$ cat src/rtl/iocs_pkg.sv
package iocs_pkg;
  localparam int unsigned NUM_CS  = 4;
  localparam int unsigned NUM_SEL = NUM_CS + 1;  // index NUM_CS is the DIO select
  localparam int unsigned OFS_W   = 6;

  typedef enum logic [2:0] {
    LAYOUT_OFF      = 3'b000,
    LAYOUT_DIO      = 3'b001,
    LAYOUT_WIDE     = 3'b010,
    LAYOUT_WIDE_DIO = 3'b011,
    LAYOUT_RSVD4    = 3'b100,
    LAYOUT_BYTES    = 3'b101,
    LAYOUT_RSVD6    = 3'b110,
    LAYOUT_SPLIT    = 3'b111
  } layout_e;

  typedef struct packed {
    logic             en;
    logic [OFS_W-1:0] lo;
    logic [OFS_W-1:0] hi;
  } window_t;

  function automatic window_t mk_win(int unsigned lo, int unsigned hi);
    window_t w;
    w.en = 1'b1;
    w.lo = OFS_W'(lo);
    w.hi = OFS_W'(hi);
    return w;
  endfunction

  function automatic window_t window_of(layout_e layout, int unsigned sel);
    window_t w;
    w = '0;
    unique case (layout)
      LAYOUT_DIO:      if (sel == NUM_CS) w = mk_win(0, 3);
      LAYOUT_WIDE:     if (sel == 0) w = mk_win(0, 15);
      LAYOUT_WIDE_DIO: begin
        if (sel == 0)      w = mk_win(0, 15);
        if (sel == NUM_CS) w = mk_win(0, 3);
      end
      LAYOUT_BYTES: begin
        if (sel < NUM_CS) w = mk_win(4 + sel, 4 + sel);
        else              w = mk_win(0, 3);
      end
      LAYOUT_SPLIT: begin
        if (sel < NUM_CS) w = mk_win(8 * sel, 8 * sel + 7);
        else              w = mk_win(32, 35);
      end
      default: w = '0;
    endcase
    return w;
  endfunction
endpackage

$ cat src/rtl/iocs_cycle_qual.sv
module iocs_cycle_qual (
  input  logic aen_i,
  input  logic ior_ni,
  input  logic iow_ni,
  output logic io_cyc_o,
  output logic rd_cyc_o
);
  // exactly one strobe active and no DMA cycle
  assign io_cyc_o = ~aen_i & (ior_ni ^ iow_ni);
  assign rd_cyc_o = io_cyc_o & ~ior_ni;
endmodule

$ cat src/rtl/iocs_base_offset.sv
module iocs_base_offset #(
  parameter int unsigned ADDR_W   = 16,
  parameter int unsigned BASE_LSB = 5,
  parameter int unsigned BASE_W   = 5,
  parameter int unsigned OFS_W    = 6
) (
  input  logic [ADDR_W-1:0] addr_i,
  input  logic [BASE_W-1:0] base_i,
  output logic              in_range_o,
  output logic [OFS_W-1:0]  offset_o
);
  localparam int unsigned LOW_W = BASE_LSB + BASE_W;

  logic [LOW_W:0] base_full;
  logic [LOW_W:0] diff;
  logic           upper_zero;
  logic           borrow;
  logic           far;

  assign base_full  = {1'b0, base_i, {BASE_LSB{1'b0}}};
  assign diff       = {1'b0, addr_i[LOW_W-1:0]} - base_full;
  assign upper_zero = (addr_i[ADDR_W-1:LOW_W] == '0);
  assign borrow     = diff[LOW_W];
  assign far        = |diff[LOW_W-1:OFS_W];
  assign in_range_o = upper_zero & ~borrow & ~far;
  assign offset_o   = diff[OFS_W-1:0];
endmodule

$ cat src/rtl/iocs_window_hit.sv
module iocs_window_hit #(
  parameter int unsigned OFS_W = 6
) (
  input  logic             en_i,
  input  logic [OFS_W-1:0] lo_i,
  input  logic [OFS_W-1:0] hi_i,
  input  logic [OFS_W-1:0] offset_i,
  input  logic             in_range_i,
  output logic             hit_o
);
  assign hit_o = en_i & in_range_i & (offset_i >= lo_i) & (offset_i <= hi_i);
endmodule

$ cat src/rtl/io_window_decoder.sv
module io_window_decoder
  import iocs_pkg::*;
#(
  parameter int unsigned ADDR_W   = 16,
  parameter int unsigned BASE_LSB = 5,
  parameter int unsigned BASE_W   = 5
) (
  input  logic              clk_i,
  input  logic              rst_ni,
  input  logic [ADDR_W-1:0] addr_i,
  input  logic              aen_i,
  input  logic              ior_ni,
  input  logic              iow_ni,
  input  logic [BASE_W-1:0] base_sel_i,
  input  logic [2:0]        layout_i,
  output logic [NUM_CS-1:0] cs_no,
  output logic              dio_cs_no,
  output logic              data_dir_o
);
  logic               io_cyc, rd_cyc;
  logic               in_range;
  logic [OFS_W-1:0]   offset;
  logic [NUM_SEL-1:0] hit;
  layout_e            layout;

  assign layout = layout_e'(layout_i);

  iocs_cycle_qual u_qual (
    .aen_i    (aen_i),
    .ior_ni   (ior_ni),
    .iow_ni   (iow_ni),
    .io_cyc_o (io_cyc),
    .rd_cyc_o (rd_cyc)
  );

  iocs_base_offset #(
    .ADDR_W  (ADDR_W),
    .BASE_LSB(BASE_LSB),
    .BASE_W  (BASE_W),
    .OFS_W   (OFS_W)
  ) u_ofs (
    .addr_i    (addr_i),
    .base_i    (base_sel_i),
    .in_range_o(in_range),
    .offset_o  (offset)
  );

  for (genvar s = 0; s < NUM_SEL; s++) begin : g_sel
    window_t win;
    assign win = window_of(layout, s);
    iocs_window_hit #(.OFS_W(OFS_W)) u_hit (
      .en_i      (win.en),
      .lo_i      (win.lo),
      .hi_i      (win.hi),
      .offset_i  (offset),
      .in_range_i(in_range),
      .hit_o     (hit[s])
    );
  end

  logic [NUM_SEL-1:0] sel_q;

  always_ff @(posedge clk_i or negedge rst_ni) begin
    if (!rst_ni) begin
      sel_q      <= '0;
      data_dir_o <= 1'b0;
    end else begin
      sel_q      <= io_cyc ? hit : '0;
      data_dir_o <= rd_cyc & (|hit);
    end
  end

  assign cs_no     = ~sel_q[NUM_CS-1:0];
  assign dio_cs_no = ~sel_q[NUM_CS];
endmodule

$ cat config.mk
export PLATFORM = sky130hd
export DESIGN_NAME = io_window_decoder
export DESIGN_NICKNAME = d
export VERILOG_FILES = /design/src/rtl/iocs_pkg.sv /design/src/rtl/iocs_cycle_qual.sv /design/src/rtl/iocs_base_offset.sv /design/src/rtl/iocs_window_hit.sv /design/src/rtl/io_window_decoder.sv
export SDC_FILE = /design/constraint.sdc
export NUM_CORES = 1
export LEC_CHECK = 0
export BUFFER_PORTS_ARGS = -buffer_cell sky130_fd_sc_hd__buf_2
export CORE_UTILIZATION = 50
export CTS_CLUSTER_DIAMETER = 40
export DETAILED_ROUTE_END_ITERATION = 10
export PLACE_DENSITY = 0.72
export SLEW_MARGIN = 20
export SYNTH_ARGS = -nofsm -noshare
export SYNTH_HDL_FRONTEND = slang
export SYNTH_HIERARCHICAL = 1
export SYNTH_SLANG_ARGS = --single-unit
$ cat constraint.sdc
create_clock -name clk_i -period 1.23 [get_ports clk_i]
set_input_delay 0.246 -clock clk_i [delete_from_list [all_inputs] [get_ports clk_i]]
set_output_delay 0.246 -clock clk_i [all_outputs]
set_load 0.02 [all_outputs]
---- Word level (Yosys, flattened, before mapping) ----
Cells that the tools add are included.
operators by class
  add/subtract/negate cells ............... 1
  $lt $le $gt $ge ......................... 10
  equal/unequal tests ..................... 5
  mux-type cells .......................... 6
  bitwise gates (word level) .............. 27
  reduce and logical (&&, ||, !) cells .... 5
operator list
  kind                count
  $pmux 13 s2         4
  $pmux 13 s3         1
  $ge 6x6->1          5
  $le 6x6->1          5
  $and 1x1->1         20
  $sub 10x10->11      1
  $eq 3x2->1 const B  2
  $eq 3x3->1 const B  2
  $logic_not 6->1     1
  $mux 5              1
  $not 1->1           5
  $reduce_or 5->1     1
  $not 4->4           1
  $reduce_or 4->1     1
  $eq 3x1->1 const B  1
  $reduce_or 3->1     1
  $reduce_or 2->1     1
  $xor 1x1->1         1
word-level totals
  bits in registers ....................... 6
  input port bits ......................... 29
  output and inout bits ................... 6
  logic and storage cells ................. 56

---- Depth between registers and ports, before layout ----
  depth after elaboration ................. 9
  mapped depth ............................ 11

---- Hierarchy ----
The synthesis kept the hierarchy.
modules (own cells, without submodules)
  module             times used  cells each  area an instance (um2)  sequential area each (um2)
  iocs_window_hit    5           40          299.0                   0.0
  io_window_decoder  1           31          267.8                   150.1
  iocs_base_offset   1           31          239.0                   0.0
  iocs_cycle_qual    1           3           20.0                    0.0

---- Worst setup path before layout ----
No wires, ideal clock.
  path kind ............................... input to register
  from .................................... input layout_i[0]
  to ...................................... register data_dir_o
  setup time .............................. 119 ps
  arrival time ............................ 2277 ps
  slack ................................... -1166 ps
  stages on the path ...................... 9
  cell sequence ........................... nand2_1 nor2_1 inv_1 ha_1 a211oi_1 nor2_1 o2111a_1 or4_1 o21a_1
RTL lines
  item                  line                     source
  from (decl)           io_window_decoder.sv:15  input logic [2:0] layout_i,
  to (signal assigned)  io_window_decoder.sv:69  data_dir_o <= rd_cyc & (|hit);
  to (decl)             io_window_decoder.sv:18  output logic data_dir_o

---- Worst setup path after layout ----
  from .................................... input base_sel_i[0]
  to ...................................... register data_dir_o
on the way
  elaborated cells between the ends (all ways) .. 33
RTL lines
  item               line                     source
  from (decl)        io_window_decoder.sv:14  input logic [BASE_W-1:0] base_sel_i,
  $sub 10x10->11 *   iocs_base_offset.sv:21   assign diff = {1'b0, addr_i[LOW_W-1:0]} - base_full;
  via offset[5]      io_window_decoder.sv:22  logic [OFS_W-1:0] offset;
  $ge 6x6->1         iocs_window_hit.sv:11    assign hit_o = en_i & in_range_i & (offset_i >= lo_i) & (offset_i <= hi_i);
  $and 1x1->1        iocs_window_hit.sv:11
  $and 1x1->1 *      iocs_window_hit.sv:11
  via hit[2]         io_window_decoder.sv:23  logic [NUM_SEL-1:0] hit;
  $reduce_or 5->1 *  io_window_decoder.sv:69
  $and 1x1->1 *      io_window_decoder.sv:69
Mark *: on every way through the listed nets, which the timed path passes. The rest lies on a longest branch.

==> reports/qor.csv <==
metric,value,unit
outcome,"finished, violations left",
violations,negative setup slack,
num-nets-final,449,
ctsRootBufferMaster,clkbuf_8,
path_clk_slew,40,ps
avgSynthCellArea,7.63,µm²
layout_min_cycle_time,2270,ps
overflow,0,
cellPowerDensity,479,nW/µm²
grt_max_degree,9,
dr.pass1.iters,4,
drv_cap,0,
num_vias,1963,
crit_end,data_dir_o,
use_met3,2.26,%
gp_congestion,0.818,
drc,0,
hpwl,3790,µm
dieWidth,65.6,µm
antenna_found_initial,0,
synthToLayoutAreaGrowth,35.7,%
gr-max-usage-layer,met2,
synth_area_leaders,"ha_1 40%, inv_1 14%, dfrtp_1 7.4%, nand2b_1 3.1%, nand4_1 3.1%",
via_per_inst,4.91,
post-route-cell-area,2740,µm²
end_kind,flip-flop,
holdPathStages,3,
ios,35,
yosysTopAreaCell,ha_1,
startpoint,base_sel_i[0],
finalHoldViolations,0,
cts_tree,yes,
grt_util_met1,27.2,%
grtUsageTotal,23.2,%
maxClockFrequency,441,MHz
grt_first_pass_wirelength,7830,µm
htree_num_levels,1,
rows,22,
critPathKind,input port to flip-flop,
wl_per_cell,11.6,µm
wl,4630,µm
io_buffers,34,
final_layout_size_suffix_gt1_share,27.0,%
ir_drop,558,µV
yosysWarningCount,6,
critPathMaxFanout,7,
synth_top_cell_area_share,40.2,%
final_cell_mix,"71 x inv_1, 62 x ha_1, 31 x buf_2",
die_area,4300,µm²
cp-start-kind,input port,
fp.dieH,65.6,µm
netlist-cell-type-count,33,
crit_arrival,2370,ps
use_met2,44.7,%
placed_area,2540,µm²
ctsLongestPathBuffers,2,
layout.cells.non_filler,400,
n_antenna_cell,0,
place_inst,392,
seq_area_frac_synth,7.43,%
whs,294,ps
place_ws,-1320,ps
ys_seq_elements,6,
fp.coreArea,3770,µm²
detail_route.iter0.violations,49,
fin_ws,-1040,ps
drtAntennaViolNets,0,
fill_cells,316,
initial_utilization,53.6,%
finalCritPeriodShare,184,%
syn-cell-area,2020,µm²
final_common_cell,inv_1,
syn_inst,265,
cts_sinks,6,
worstPathRequired,1340,ps
setup_viol,6,
hold_class,input port to flip-flop,
rsz0062_at_grt,true,
numCtsBuffers,3,
slew_violations,0,
grt_pass1_vias,1923,
cellLeakagePower,1.38,nW
==> worst min-delay path by stage <==
stage | to | from | slack (ps)
after floorplan | data_dir_o | rst_ni | -50
after global placement | sel_q[4] | rst_ni | 70
after detailed placement | sel_q[4] | rst_ni | 70
after CTS | data_dir_o | aen_i | 290
after global routing | data_dir_o | aen_i | 310
final | data_dir_o | aen_i | 290
==> sequential cells by signal (all words and copies together) (netlist names) <==
name        flops
sel_q           5
data_dir_o      1
==> cell families after synthesis <==
group / Yosys count / synth area share [%]
xor+xnor: 3 / 1.30
flops: 6 / 7.43
fa+ha+maj: 66 / 41.2
compound gates: 54 / 19.6
other cells: 1 / 0.185
simple gates: 54 / 14.4
buf+inv: 81 / 16.0
==> cell usage after synthesis <==
master and n:
o21bai_1 5, a211oi_1 5, buf_4 5, fa_1 1, or4_1 2, nor2b_1 1, o2111ai_1 1, nor2_1 12
nand2b_1 10, a21oi_2 5, dfrtp_1 6, nor4_1 1, a21oi_1 12, a21boi_1 5, o21ai_0 6, and2_2 1
o2111a_1 5, o32ai_1 5, nand3_1 5, a21o_1 1, ha_1 65, nand2_1 6, nor3_1 1, xnor2_1 3
inv_1 75, nor3b_1 1, o21ai_1 1, o21a_1 2, nand4_1 10, clkbuf_1 1, conb_1 1, a211oi_2 1
and2_1 4
==> layer usage <==
metal / up-vias / wire length, µm
met5: - / 0
met4: 0 / 82
met3: 8 / 79
met2: 26 / 2440
met1: 882 / 2040
li1: 1047 / -
==> layout make-up <==
cell class | instances | area, µm² | area share, %
clock buffers | 3 | 41.3 | 1.50
inverters | 75 | 300 | 10.9
repair buffers | 64 | 432 | 15.7
flip-flops and latches | 6 | 150 | 5.47
well taps | 48 | 60.1 | 2.19
multi-input cells | 204 | 1760 | 64.2
==> critical path: stages <==
cell and delay, ps:
buf_2 120, ha_4 270, clkinvlp_4 160, buf_6 180
ha_1 280, nand4_1 140, a21oi_2 150, o32ai_1 100
o2111a_1 130, or4_1 410, o21a_1 200
==> through the flow <==
| step | utilization, % | power, mW | TNS [ps] |
|---|---|---|---|
| final | 72.8 | 1.31 | -4350 |
| after global routing | 72.8 | 1.46 | -4970 |
| after CTS | 71.5 | 1.29 | -4310 |
| after detailed placement | 67.3 | 0.937 | -6410 |
| after global placement | 67.3 | 0.916 | -6330 |
| after floorplan | - | 0.703 | -4560 |
==> power breakdown <==
group	switching, mW	leakage [nW]	internal [mW]	total (mW)
clock	0.0787	0.0216	0.210	0.288
sequential	0.00000203	0.0839	0.199	0.199
combinational	0.428	1.27	0.399	0.827
==> repair_timing <==
action	4_1_cts	5_1_grt
hold endpoints to repair	6	0
resized for setup	19	8
endpoints found under the setup margin	6	6
hold buffers	1	0
buffers inserted	3	1
pin swaps	9	7
Note: power is estimated with default switching activity, not from simulation.
